## src/rtl/dram_hash_pkg.sv

```systemverilog
package dram_hash_pkg;

    localparam int ADDR_W  = 64;
    localparam int POS_W   = 6;
    localparam int GRP_MAX = 4;
    localparam int LEN_W   = 3;

    typedef logic [ADDR_W-1:0] addr_t;
    typedef logic [POS_W-1:0]  bitpos_t;

    // One coordinate bit: how many source bits, and which (pos[0] is the destination).
    typedef struct packed {
        logic [LEN_W-1:0]          len;
        bitpos_t [GRP_MAX-1:0]     pos;
    } hash_entry_t;

    // Default geometry
    localparam int DEF_BYTE_W = 3;
    localparam int DEF_COL_W  = 10;
    localparam int DEF_ROW_W  = 12;
    localparam int DEF_BANK_W = 2;
    localparam int DEF_BG_W   = 2;
    localparam int DEF_RANK_W = 1;
    localparam int DEF_PC_W   = 1;
    localparam int DEF_CH_W   = 1;
    localparam int DEF_TOTAL  = DEF_BYTE_W + DEF_COL_W + DEF_ROW_W + DEF_BANK_W
                              + DEF_BG_W + DEF_RANK_W + DEF_PC_W + DEF_CH_W;

    typedef hash_entry_t [DEF_TOTAL-1:0] def_map_t;

    function automatic hash_entry_t mk_ent(input int n, input int p0,
                                           input int p1 = 0, input int p2 = 0,
                                           input int p3 = 0);
        hash_entry_t e;
        e.len    = LEN_W'(n);
        e.pos[0] = POS_W'(p0);
        e.pos[1] = POS_W'(p1);
        e.pos[2] = POS_W'(p2);
        e.pos[3] = POS_W'(p3);
        return e;
    endfunction

    // Entry order: byte, column, row, bank, bank group, rank, pseudo-channel, channel.
    function automatic def_map_t default_map();
        def_map_t m;
        for (int i = 0; i < DEF_BYTE_W + DEF_COL_W; i++) m[i] = mk_ent(1, i);
        for (int i = 0; i < DEF_ROW_W; i++) m[13 + i] = mk_ent(1, 20 + i);
        m[25] = mk_ent(3, 13, 20, 24);
        m[26] = mk_ent(2, 14, 21);
        m[27] = mk_ent(4, 15, 22, 25, 28);
        m[28] = mk_ent(1, 16);
        m[29] = mk_ent(1, 17);
        m[30] = mk_ent(1, 18);
        m[31] = mk_ent(2, 19, 13);
        return m;
    endfunction

    // Parity of the listed bits of the raw address.
    function automatic logic group_parity(input addr_t a, input hash_entry_t e);
        logic p;
        p = 1'b0;
        for (int k = 0; k < GRP_MAX; k++) begin
            if (k < int'(e.len)) p ^= a[e.pos[k]];
        end
        return p;
    endfunction

endpackage

```

## src/rtl/dah_hash_stage.sv

```systemverilog
module dah_hash_stage
    import dram_hash_pkg::*;
#(
    parameter int N = 1,
    parameter hash_entry_t [N-1:0] MAP = '0
) (
    input  addr_t addr_i,
    output addr_t hashed_o
);
    logic [N-1:0] par;

    // Every group sees the raw address, so results never chain.
    for (genvar e = 0; e < N; e++) begin : g_par
        assign par[e] = group_parity(addr_i, MAP[e]);
    end

    always_comb begin
        hashed_o = addr_i;
        for (int e = 0; e < N; e++) begin
            if (MAP[e].len > LEN_W'(1)) hashed_o[MAP[e].pos[0]] = par[e];
        end
    end
endmodule

```

## src/rtl/dah_field_slice.sv

```systemverilog
module dah_field_slice
    import dram_hash_pkg::*;
#(
    parameter int N = 1,
    parameter hash_entry_t [N-1:0] MAP = '0
) (
    input  addr_t        hashed_i,
    output logic [N-1:0] fbits_o
);
    for (genvar e = 0; e < N; e++) begin : g_pick
        assign fbits_o[e] = hashed_i[MAP[e].pos[0]];
    end
endmodule

```

## src/rtl/dah_range_check.sv

```systemverilog
module dah_range_check
    import dram_hash_pkg::*;
#(
    parameter int N = 1
) (
    input  addr_t addr_i,
    output logic  oor_o
);
    localparam addr_t MAX_ADDR = (addr_t'(1) << N) - addr_t'(1);

    assign oor_o = (addr_i > MAX_ADDR);
endmodule

```

## src/rtl/dram_addr_hash_dec.sv

```systemverilog
module dram_addr_hash_dec
    import dram_hash_pkg::*;
#(
    parameter int BYTE_W = DEF_BYTE_W,
    parameter int COL_W  = DEF_COL_W,
    parameter int ROW_W  = DEF_ROW_W,
    parameter int BANK_W = DEF_BANK_W,
    parameter int BG_W   = DEF_BG_W,
    parameter int RANK_W = DEF_RANK_W,
    parameter int PC_W   = DEF_PC_W,
    parameter int CH_W   = DEF_CH_W,
    parameter hash_entry_t [BYTE_W+COL_W+ROW_W+BANK_W+BG_W+RANK_W+PC_W+CH_W-1:0] MAP
        = default_map()
) (
    input  logic                                clk,
    input  logic                                rst,
    input  logic                                in_valid_i,
    input  logic [63:0]                         addr_i,
    output logic [CH_W-1:0]                     fast_ch_o,
    output logic                                out_valid_o,
    output logic [CH_W-1:0]                     chan_o,
    output logic [RANK_W+PC_W-1:0]              rank_o,
    output logic [BG_W-1:0]                     bgrp_o,
    output logic [BANK_W-1:0]                   bank_o,
    output logic [ROW_W-1:0]                    row_o,
    output logic [COL_W-1:0]                    col_o,
    output logic [BYTE_W-1:0]                   byte_o,
    output logic [RANK_W+PC_W+BG_W+BANK_W-1:0]  abs_bank_o,
    output logic                                oor_o
);
    localparam int N_ENT    = BYTE_W + COL_W + ROW_W + BANK_W + BG_W + RANK_W + PC_W + CH_W;
    localparam int RKT_W    = RANK_W + PC_W;
    localparam int ABS_W    = RKT_W + BG_W + BANK_W;
    localparam int OFF_COL  = BYTE_W;
    localparam int OFF_ROW  = OFF_COL + COL_W;
    localparam int OFF_BANK = OFF_ROW + ROW_W;
    localparam int OFF_BG   = OFF_BANK + BANK_W;
    localparam int OFF_RANK = OFF_BG + BG_W;
    localparam int OFF_CH   = OFF_RANK + RKT_W;
    localparam int BG_N     = 1 << BG_W;
    localparam int BA_N     = 1 << BANK_W;

    // Elaboration-time configuration checks
    if (N_ENT >= ADDR_W) begin : g_bad_total
        $error("mapped bit count must stay below the address width");
    end
    for (genvar e = 0; e < N_ENT; e++) begin : g_chk_len
        if (MAP[e].len < 1 || MAP[e].len > GRP_MAX) begin : g_bad_len
            $error("descriptor group length out of range");
        end
    end
    for (genvar b = 0; b < BYTE_W; b++) begin : g_chk_byte
        if (MAP[b].len != 1 || MAP[b].pos[0] != b) begin : g_bad_byte
            $error("byte offset bits must be plain and contiguous from bit 0");
        end
    end

    addr_t              hashed;
    logic [N_ENT-1:0]   fbits;
    logic               oor_d;
    logic [ABS_W-1:0]   abs_d;

    dah_hash_stage #(.N(N_ENT), .MAP(MAP)) u_hash (
        .addr_i   (addr_i),
        .hashed_o (hashed)
    );

    dah_field_slice #(.N(N_ENT), .MAP(MAP)) u_slice (
        .hashed_i (hashed),
        .fbits_o  (fbits)
    );

    dah_range_check #(.N(N_ENT)) u_range (
        .addr_i (addr_i),
        .oor_o  (oor_d)
    );

    assign fast_ch_o = fbits[OFF_CH +: CH_W];

    assign abs_d = ABS_W'((ABS_W'(fbits[OFF_RANK +: RKT_W]) * ABS_W'(BG_N)
                         + ABS_W'(fbits[OFF_BG +: BG_W])) * ABS_W'(BA_N)
                         + ABS_W'(fbits[OFF_BANK +: BANK_W]));

    always_ff @(posedge clk) begin
        if (rst) begin
            out_valid_o <= 1'b0;
            chan_o      <= '0;
            rank_o      <= '0;
            bgrp_o      <= '0;
            bank_o      <= '0;
            row_o       <= '0;
            col_o       <= '0;
            byte_o      <= '0;
            abs_bank_o  <= '0;
            oor_o       <= 1'b0;
        end else begin
            out_valid_o <= in_valid_i;
            if (in_valid_i) begin
                chan_o     <= fbits[OFF_CH   +: CH_W];
                rank_o     <= fbits[OFF_RANK +: RKT_W];
                bgrp_o     <= fbits[OFF_BG   +: BG_W];
                bank_o     <= fbits[OFF_BANK +: BANK_W];
                row_o      <= fbits[OFF_ROW  +: ROW_W];
                col_o      <= fbits[OFF_COL  +: COL_W];
                byte_o     <= fbits[0        +: BYTE_W];
                abs_bank_o <= abs_d;
                oor_o      <= oor_d;
            end
        end
    end

    // a valid input produces a valid output on the next cycle
    a_r7_valid_next: assert property (@(posedge clk) disable iff (rst)
        in_valid_i |=> out_valid_o);

    // an idle cycle drops valid and keeps the decoded fields
    a_r8_idle_hold: assert property (@(posedge clk) disable iff (rst)
        !in_valid_i |=> (!out_valid_o && $stable(row_o) && $stable(bank_o)
                         && $stable(chan_o) && $stable(abs_bank_o)));

    // registered channel equals the same-cycle channel seen one edge earlier
    a_r9_fast_match: assert property (@(posedge clk) disable iff (rst)
        in_valid_i |=> (chan_o == $past(fast_ch_o)));

    // flat bank agrees with the decoded rank, group and bank
    a_r5_abs_bank: assert property (@(posedge clk) disable iff (rst)
        out_valid_o |-> (abs_bank_o == {rank_o, bgrp_o, bank_o}));

    // any address bit above the mapped span raises the flag
    a_r6_high_bit: assert property (@(posedge clk) disable iff (rst)
        (in_valid_i && (|(addr_i >> N_ENT))) |=> oor_o);
endmodule

```

## config.mk

```make
export PLATFORM = sky130hd
export DESIGN_NAME = dram_addr_hash_dec
export DESIGN_NICKNAME = d
export VERILOG_FILES = /design/src/rtl/dram_hash_pkg.sv /design/src/rtl/dah_hash_stage.sv /design/src/rtl/dah_field_slice.sv /design/src/rtl/dah_range_check.sv /design/src/rtl/dram_addr_hash_dec.sv
export SDC_FILE = /design/constraint.sdc
export NUM_CORES = 1
export LEC_CHECK = 0
export BUFFER_PORTS_ARGS = -buffer_cell sky130_fd_sc_hd__buf_2
export CAP_MARGIN = 25
export CELL_PAD_IN_SITES_DETAIL_PLACEMENT = 1
export CELL_PAD_IN_SITES_GLOBAL_PLACEMENT = 1
export CORE_ASPECT_RATIO = 0.6
export CORE_UTILIZATION = 29
export DETAILED_ROUTE_END_ITERATION = 10
export PLACE_DENSITY_LB_ADDON = 0.25
export SETUP_SLACK_MARGIN = 0.02
export SLEW_MARGIN = 20
export SYNTH_ARGS = -nofsm -noshare
export SYNTH_HDL_FRONTEND = slang
export SYNTH_SLANG_ARGS = --single-unit
```

## constraint.sdc

```tcl
create_clock -name clk -period 2.6 [get_ports clk]
set_input_delay 0.26 -clock clk [delete_from_list [all_inputs] [get_ports clk]]
set_output_delay 0.26 -clock clk [all_outputs]
set_load 0.005 [all_outputs]
```

==> results of run 1 <==
cell families after synthesis:
group | synth area share (%)
AOI/OAI and AO/OA | 1.73
and+or+nand+nor | 15.3
DFF | 49.7
buffers and inverters | 6.39
xor gates and xnor gates | 4.93
muxes | 21.9
power by group through the flow:
stage	registers, mW	logic (mW)	clock network (mW)
after CTS	0.572	0.188	0.408
final	0.571	0.184	0.398
after detailed placement	0.583	0.188	0
after floorplan	0.585	0.0910	0
after global placement	0.583	0.183	0
after global routing	0.575	0.206	0.433
cell usage after synthesis (all sizes together):
cell	n
nor3	1
nor2	35
mux2i	30
buf	10
nor4b	1
o31a	1
dfxtp	34
xor2	1
clkbuf	4
nor4	6
nand4	1
xor3	1
nand2	1
xnor2	4
nor2b	1
a211oi	2
nand3	1
worst max path at each step:
| stage | start | endpoint | slack (ns) |
|---|---|---|---|
| final | row_o[6] | row_o[6] | 1.57 |
| after global routing | in_valid_i | row_o[0] | 1.51 |
| after CTS | row_o[6] | row_o[6] | 1.56 |
| after detailed placement | in_valid_i | col_o[6] | 1.30 |
| after global placement | in_valid_i | col_o[7] | 1.33 |
| after floorplan | in_valid_i | oor_o | 1.52 |
state kept, by name, indices dropped and copies added (netlist names):
signal / cells
out_valid_o: 1
row_o: 12
bank_o: 1
oor_o: 1
abs_bank_o: 2
byte_o: 3
chan_o: 1
col_o: 10
bgrp_o: 1
rank_o: 2
metrics by stage:
stage                     hold WS [ns]  utilization (%)  cell area, um^2  std cells
final                            0.217             46.1             1990        296
after global placement           0.468             44.0             1900        288
after floorplan                  0.407                -             1370        134
after detailed placement         0.482             44.0             1900        288
after global routing             0.207             46.1             1990        296
after CTS                        0.210             46.1             1990        296
per-layer routing:
layer	up-vias	global-route usage [%]	part of all wire, %
li1	648	-	-
met1	570	20.9	49
met2	42	22.4	43
met3	2	6.34	7.4
met4	0	5.53	0.74
met5	-	0	0
area by class of cell:
cell class	instances	area (um^2)
tap	60	75.1
clock buffer	7	86.3
clock inverter	1	5.00
fill	549	2330
timing repair buffer	108	543
sequential	34	681
multi-input combinational	86	602
==> impl_metrics.py, run 1 <==
metrics = {
    "synth": {
        "syn_area_per_cell_um2": 10.2,
        "ys_seq_area_share_pct": 49.7,
        "synth_area_leader_cell": "dfxtp_1",
        "yosys_warnings": 0,
        "syn_inst": 134,
        "synth_cell_types": 18,
        "synthTopCellsByArea": "dfxtp_1 (50%), mux2i_1 (22%), nor2_1 (9.6%), buf_4 (4.9%), nor4_1 (2.7%)",
        "synth_nets": 201,
        "syn_area_um2": 1370,
        "synth.ff_latch_count": 34,
        "synth_top_area_share_pct": 49.7,
    },
    "clock_tree": {
        "tritoncts": "done",
        "htree_levels": 2,
        "hold_buffers": 0,
        "cts_root_buf": "clkbuf_8",
        "post_cts_resized": 0,
        "clk_path_buf_depth": 2,
        "clk_latency_ns": 0.28,
        "post_cts.repair.setup_buffers": 0,
        "clk_pin_slew_ns": 0.07,
        "cts_num_sinks": 34,
        "numCtsBuffers": 5,
    },
    "sta": {
        "hold_viol_final": 0,
        "finalSetupTns_ns": 0,
        "fin_skew_ns": 0,
        "setup_viol": 0,
        "worst_slew_pin_slew_ns": 0.627,
        "worst_slack_ns": 1.57,
        "drv_slew": 0,
        "period_share_pct": 39.7,
        "fmax_mhz": 969,
        "max_slew_margin_pct": 58.2,
        "rsz0062_at_grt": "no",
        "fin_crit_ns": 1.03,
    },
    "global_routing": {
        "grt_max_degree": 37,
        "grt_pass1_vias": 1266,
        "grt_pass1_wl_um": 6110,
        "grt_antenna_before_repair": 0,
        "track_usage_pct": 15.6,
        "overflow": 0,
    },
    "worst_setup_path": {
        "r2r_cells": 2,
        "crit_fanout": 2,
        "cp-start-kind": "flop",
        "crit_type": "reg -> out",
        "rrSetupSlack_ns": 1.88,
        "rr_startpoint": "bgrp_o[0]",
        "crit_buf_inv": 1,
        "crit_path_top_delay_cell": "dfxtp_1",
        "cp.depth": 1,
        "cp_cell_sequence": "buf_2",
        "r2r-end": "bgrp_o[0]",
        "worstPathArrival_ns": 0.77,
        "crit_required_ns": 2.34,
        "path_delay_family": "flip-flops",
        "critPathCaptureType": "output pin",
        "slowest_delay_ns": 0.37,
    },
    "route": {
        "vias_per_cell": 4.26,
        "post_drt_wl_per_cell_um": 12.8,
        "wl_um": 3780,
        "drtPass1Iterations": 3,
        "drc": 0,
        "ant_nets": 0,
        "vias": 1262,
        "drtIter0Drc": 13,
    },
    "die": {
        "io_pins": 108,
        "dieArea_um2": 5010,
        "die_width_um": 90.7,
        "core_area_um2": 4320,
        "die_h_um": 55.2,
        "num_rows": 18,
        "initial_core_util_pct": 31.7,
    },
    "power": {
        "total_power_mw": 1.15,
        "seq_power_share_pct": 49.5,
        "power_switching_mw": 0.282,
        "switching_share_pct": 24.4,
        "p_comb_share_pct": 16.0,
        "power_density_nw_per_um2": 579,
        "clkPwrFrac_pct": 34.5,
        "leakage_nw": 1.08,
        "p_int_mw": 0.872,
        "ir_drop_v": 0.000236,
    },
    "place": {
        "dp_slack_ns": 1.30,
        "gp_congestion": 0.732,
        "io_buffers": 107,
        "dpl.hpwl_um": 2950,
    },
    "cells_and_area": {
        "antenna_cells": 0,
        "drive_gt1_share_pct": 49.2,
        "layout_common_cells": "buf_2 (107), nor2_1 (35), dfxtp_1 (34), mux2i_1 (30)",
        "layout_commonest_cell": "buf_2",
        "nets": 302,
        "synthToLayoutAreaGrowth_pct": 45.4,
    },
    "hold_path": {
        "whs_endpoint": "row_o[7]",
        "holdCritStartpoint": "addr_i[27]",
        "min_path_type": "in -> reg",
        "hold_path_depth": 3,
    },
    "status": {
        "outcome": "finished clean",
    },
    "job": {
        "maxCapViolations": 0,
    },
}
No activity file was read; power rests on OpenSTA's default activity.
==> inputs of run 2 (changes only) <==
--- a/config.mk
+++ b/config.mk
@@ -10,7 +10,7 @@
 export CELL_PAD_IN_SITES_DETAIL_PLACEMENT = 1
 export CELL_PAD_IN_SITES_GLOBAL_PLACEMENT = 1
 export CORE_ASPECT_RATIO = 0.6
-export CORE_UTILIZATION = 29
+export CORE_UTILIZATION = 27
 export DETAILED_ROUTE_END_ITERATION = 10
 export PLACE_DENSITY_LB_ADDON = 0.25
 export SETUP_SLACK_MARGIN = 0.02
==> constraint.sdc (replaced) <==
create_clock -name clk -period 1.01 [get_ports clk]
set_input_delay 0.101 -clock clk [delete_from_list [all_inputs] [get_ports clk]]
set_output_delay 0.101 -clock clk [all_outputs]
set_load 0.005 [all_outputs]
==> impl_metrics.py, run 2 (same netlist as run 1, synthesis figures left out) <==
metrics = {
    "route": {
        "vias_per_cell": 4.19,
        "wl_um": 3740,
        "vias": 1264,
        "drtPass1Iterations": 2,
        "drtIter0Drc": 7,
        "drc": 0,
        "ant_nets": 0,
        "post_drt_wl_per_cell_um": 12.4,
    },
    "hold_path": {
        "whs_endpoint": "row_o[10]",
        "holdCritStartpoint": "addr_i[30]",
        "hold_path_depth": 3,
        "min_path_type": "in -> reg",
    },
    "sta": {
        "fin_skew_ns": 0,
        "worst_slew_pin_slew_ns": 0.287,
        "max_slew_margin_pct": 80.7,
        "drv_slew": 0,
        "period_share_pct": 84.1,
        "fin_crit_ns": 0.850,
        "finalSetupTns_ns": 0,
        "setup_viol": 0,
        "rsz0062_at_grt": "no",
        "fmax_mhz": 1180,
        "hold_viol_final": 0,
    },
    "power": {
        "total_power_mw": 2.98,
        "leakage_nw": 1.10,
        "power_density_nw_per_um2": 1470,
        "ir_drop_v": 0.000697,
    },
    "die": {
        "dieArea_um2": 5370,
        "die_h_um": 57.2,
        "io_pins": 108,
        "core_area_um2": 4730,
        "num_rows": 19,
        "die_width_um": 94.0,
        "initial_core_util_pct": 29.0,
    },
    "cells_and_area": {
        "nets": 305,
        "antenna_cells": 0,
        "largest_reg_flops": 12,
        "register_area_um2": 681,
        "layout_common_cells": "buf_2 (107), nor2_1 (35), dfxtp_1 (34), mux2i_1 (30)",
        "top_regs": "row_o x12, col_o x10, byte_o x3",
        "fill_cells": 590,
        "synthToLayoutAreaGrowth_pct": 48.2,
        "regMostFlops": "row_o",
        "drive_gt1_share_pct": 49.8,
        "multi_input_area_um2": 602,
        "layout_commonest_cell": "buf_2",
        "fin_cells": 302,
    },
    "worst_setup_path": {
        "cp-start-kind": "flop",
        "critPathCaptureType": "output pin",
        "crit_fanout": 3,
        "cp_cell_sequence": "buf_2",
        "r2r_cells": 2,
        "crit_path_top_delay_cell": "dfxtp_1",
        "crit_type": "reg -> out",
        "slowest_delay_ns": 0.35,
        "rrSetupSlack_ns": 0.32,
        "crit_required_ns": 0.91,
        "path_delay_family": "flip-flops",
        "crit_buf_inv": 1,
        "r2r-end": "abs_bank_o[1]",
        "worstPathArrival_ns": 0.75,
        "rr_startpoint": "abs_bank_o[1]",
    },
    "clock_tree": {
        "clk_latency_ns": 0.27,
        "post_cts_resized": 0,
        "numCtsBuffers": 5,
        "htree_levels": 2,
        "cts_num_sinks": 34,
        "hold_buffers": 0,
        "clk_path_buf_depth": 2,
        "tritoncts": "done",
        "post_cts.repair.setup_buffers": 0,
        "cts_root_buf": "clkbuf_8",
        "clk_pin_slew_ns": 0.07,
    },
    "global_routing": {
        "track_usage_pct": 14.3,
        "overflow": 0,
        "grt_antenna_before_repair": 0,
        "grt_pass1_wl_um": 5950,
        "grt_pass1_vias": 1261,
        "grt_max_degree": 37,
    },
    "place": {
        "dp_cells": 294,
        "io_buffers": 107,
        "gp_congestion": 0.824,
        "dpl.hpwl_um": 3000,
    },
    "status": {
        "outcome": "finished clean",
    },
    "job": {
        "maxCapViolations": 0,
    },
}
[run 2: cell count changes in the layout (fill, tap and decap cells not counted)]
cell | previous run | this run
buf_4 | 1 | 3
buf_12 | 0 | 1
[run 2: tightest hold or removal path: cells and delay by family]
kind / cells / cell delay, ns
muxes: 1 / 0.05
buffers and inverters: 1 / 0.07
and+or+nand+nor: 1 / 0.07
[run 2: worst max path at each step]
stage,startpoint,end,cells after the start
4_1_cts,rank_o[0],abs_bank_o[4],1
3_5_place_dp,addr_i[45],oor_o,4
5_1_grt,abs_bank_o[1],abs_bank_o[1],1
3_3_place_gp,addr_i[45],oor_o,4
2_1_floorplan,in_valid_i,oor_o,4
6_report,abs_bank_o[1],abs_bank_o[1],1
[run 2: area by class of cell]
class | count | area share, %
Clock buffer | 7 | 4.25
Clock inverter | 1 | 0.246
Multi-Input combinational cell | 86 | 29.6
Sequential cell | 34 | 33.5
Tap cell | 63 | 3.88
Timing Repair Buffer | 111 | 28.5
[run 2: where the power goes]
part	switching (mW)	leakage [nW]	total, mW	internal [mW]
clock	0.475	0.0482	1.03	0.550
sequential	0.0423	0.281	1.47	1.43
combinational	0.210	0.769	0.490	0.280
total	0.727	1.10	2.98	2.26
[run 2: layer usage]
layer  wire [um]  GRT usage (%)  share of wire [%]  up-vias
met5           0              0                  0        -
met4          23           2.64               0.61        0
met3         264           5.73                7.1        2
met2        1710           23.3                 46       39
met1        1740           18.2                 46      568
li1            -              -                  -      655
[run 2: through the flow]
step	hold WS, ns	instance area (um^2)	setup WS, ns	utilization, %
after floorplan	0.248	1370	0.0907	-
after global placement	0.340	1940	-0.0612	41.0
after detailed placement	0.344	1940	-0.0859	41.0
after CTS	0.0551	2030	0.140	42.9
after global routing	0.0517	2030	0.107	42.9
final	0.0606	2030	0.160	42.9
==> inputs of run 3 (changes only) <==
--- a/config.mk
+++ b/config.mk
@@ -5,12 +5,13 @@
 export SDC_FILE = /design/constraint.sdc
 export NUM_CORES = 1
 export LEC_CHECK = 0
+export ABC_AREA = 1
 export BUFFER_PORTS_ARGS = -buffer_cell sky130_fd_sc_hd__buf_2
 export CAP_MARGIN = 25
 export CELL_PAD_IN_SITES_DETAIL_PLACEMENT = 1
 export CELL_PAD_IN_SITES_GLOBAL_PLACEMENT = 1
 export CORE_ASPECT_RATIO = 0.6
-export CORE_UTILIZATION = 27
+export CORE_UTILIZATION = 26
 export DETAILED_ROUTE_END_ITERATION = 10
 export PLACE_DENSITY_LB_ADDON = 0.25
 export SETUP_SLACK_MARGIN = 0.02
==> constraint.sdc (replaced) <==
create_clock -name clk -period 0.8 [get_ports clk]
set_input_delay 0.08 -clock clk [delete_from_list [all_inputs] [get_ports clk]]
set_output_delay 0.08 -clock clk [all_outputs]
set_load 0.005 [all_outputs]
==> impl_metrics.py, run 3 <==
metrics = {
    "power": {
        "ir_drop_v": 0.000551,
        "total_power_mw": 4.05,
        "leakage_nw": 1.24,
        "power_density_nw_per_um2": 1680,
    },
    "worst_setup_path": {
        "crit_fanout": 3,
        "crit_path_top_delay_cell": "dfxtp_2",
        "path_delay_family": "flip-flops",
        "cp-start-kind": "flop",
        "crit_required_ns": 0.72,
        "worstPathArrival_ns": 0.75,
        "rrSetupSlack_ns": 0.08,
        "slowest_delay_ns": 0.35,
        "critPathCaptureType": "output pin",
        "rr_startpoint": "col_o[7]",
        "cp_cell_sequence": "buf_2",
        "crit_start": "bgrp_o[0]",
        "crit_buf_inv": 1,
        "crit_type": "reg -> out",
    },
    "synth": {
        "yosys_warnings": 0,
        "synth-compound-area-share_pct": 14.0,
        "synth-xor-area-share_pct": 2.95,
        "synth_nets": 264,
        "syn_inst": 197,
        "synth_top_family_by_area": "simple AND/OR/NAND/NOR gates",
        "synthTopCellsByArea": "dfxtp_1 (46%), nor2_1 (22%), o21ai_0 (6.4%), o21ai_2 (5.9%), buf_4 (4.6%)",
        "synth_cell_types": 17,
        "synthFlopType": "dfxtp_1",
        "synth_common_cells": "nor2_1 (85), dfxtp_1 (34), o21ai_0 (19)",
        "syn_area_per_cell_um2": 7.53,
        "synth.ff_latch_count": 34,
        "syn_area_um2": 1480,
        "async_flop_share_pct": 0,
        "synth_edf_count": 0,
        "ys_seq_area_share_pct": 45.9,
        "synth_top_area_share_pct": 45.9,
        "synth_fa_ha_area_share_pct": 0,
        "yosysMostFrequentCell": "nor2_1",
        "synth_area_leader_cell": "dfxtp_1",
        "synth_mux_area_share_pct": 0,
        "synth-simple-area-share_pct": 25.5,
    },
    "route": {
        "drtIter0Drc": 15,
        "post_drt_wl_per_cell_um": 12.4,
        "vias": 1640,
        "wl_um": 4850,
        "ant_nets": 0,
        "vias_per_cell": 4.21,
        "drc": 0,
        "drtPass1Iterations": 4,
    },
    "die": {
        "core_area_um2": 5280,
        "num_rows": 20,
        "die_h_um": 60.5,
        "io_pins": 108,
        "initial_core_util_pct": 28.1,
        "die_width_um": 99.5,
        "dieArea_um2": 6020,
    },
    "status": {
        "outcome": "complete, but fails checks",
        "violations": "negative setup slack",
    },
    "sta": {
        "setup_viol": 17,
        "finalSetupTns_ns": -0.233,
        "drv_slew": 0,
        "fmax_mhz": 1210,
        "hold_viol_final": 0,
        "rsz0062_at_grt": "yes",
        "worst_slew_pin_slew_ns": 0.211,
        "worst_slack_ns": -0.0296,
        "max_slew_margin_pct": 85.8,
        "fin_crit_ns": 0.830,
        "period_share_pct": 104,
        "fin_skew_ns": 0,
    },
    "cells_and_area": {
        "layout_common_cells": "buf_2 (89), nor2_1 (85), dfxtp_2 (34), o21ai_0 (19), buf_6 (18)",
        "nets": 379,
        "synthToLayoutAreaGrowth_pct": 62.4,
        "layout_commonest_cell": "buf_2",
        "regMostFlops": "row_o",
        "multi_input_area_um2": 629,
        "top_regs": "row_o x12, col_o x10, byte_o x3",
        "antenna_cells": 0,
        "drive_gt1_share_pct": 56.5,
        "largest_reg_flops": 12,
        "register_area_um2": 723,
        "final_area_um2": 2410,
        "fill_cells": 682,
    },
    "global_routing": {
        "grt_pass1_vias": 1657,
        "overflow": 0,
        "grt_max_degree": 20,
        "top_usage_layer": "met2",
        "grt_use_met3_pct": 5.41,
        "grtUsageMet1_pct": 20.7,
        "track_usage_pct": 17.0,
        "use_met2_pct": 29.7,
        "grt_antenna_before_repair": 0,
        "grt_pass1_wl_um": 7820,
    },
    "clock_tree": {
        "tritoncts": "done",
        "clk_latency_ns": 0.28,
        "cts_root_buf": "clkbuf_8",
        "clk_path_buf_depth": 2,
        "cts_num_sinks": 34,
        "numCtsBuffers": 5,
        "hold_buffers": 0,
        "htree_levels": 2,
        "clk_pin_slew_ns": 0.07,
    },
    "job": {
        "maxCapViolations": 0,
    },
    "place": {
        "dpl.hpwl_um": 3670,
        "io_buffers": 107,
        "placed_cell_area_um2": 2090,
        "gp_congestion": 0.683,
    },
    "hold_path": {
        "min_path_type": "in -> reg",
        "holdCritStartpoint": "addr_i[17]",
    },
}
[run 3: what timing repair did]
action	4_1_cts	5_1_grt
gates resized for setup	38	14
endpoints found under the setup margin	40	40
setup buffers	10	0
[run 3: stage by stage]
step           hold WS, ns  worst slack [ns]  utilization, %  std cells
2_1_floorplan        0.152             0.153               -        197
3_3_place_gp         0.303           0.00445            39.5        372
3_5_place_dp         0.310           -0.0330            39.5        372
4_1_cts            0.00623           -0.0488            44.1        390
5_1_grt             0.0227           -0.0609            45.6        390
6_report            0.0235           -0.0296            45.6        390
[run 3: logic make-up after synthesis]
group,after synthesis
AOI/OAI and AO/OA,34
and+or+nand+nor,100
buffers and inverters,24
DFF,34
xor gates and xnor gates,5
[run 3: final timing paths]
kind | end | cells after the start
worst min register to register | col_o[1] | 2
worst min-delay path | rank_o[0] | 3
worst max-delay path | bgrp_o[0] | 1
worst max register to register | col_o[7] | 3
[run 3: layout make-up]
| class | instances | area share [%] |
|---|---|---|
| Sequential cell | 34 | 30.0 |
| Tap cell | 77 | 4.00 |
| Timing Repair Buffer | 124 | 34.8 |
| Multi-Input combinational cell | 139 | 26.1 |
| Clock buffer | 7 | 3.58 |
| Clock inverter | 1 | 0.208 |
| Inverter | 8 | 1.25 |
[run 3: per-layer routing]
layer,vias to the layer above,routed length (um)
met1,740,2260
met2,57,2230
met3,5,322
li1,838,-
met5,-,0
met4,0,35
[run 3: power by group]
group	internal (mW)	switching, mW	total, mW
Clock	0.694	0.603	1.30
Combinational	0.475	0.357	0.833
Sequential	1.84	0.0812	1.92
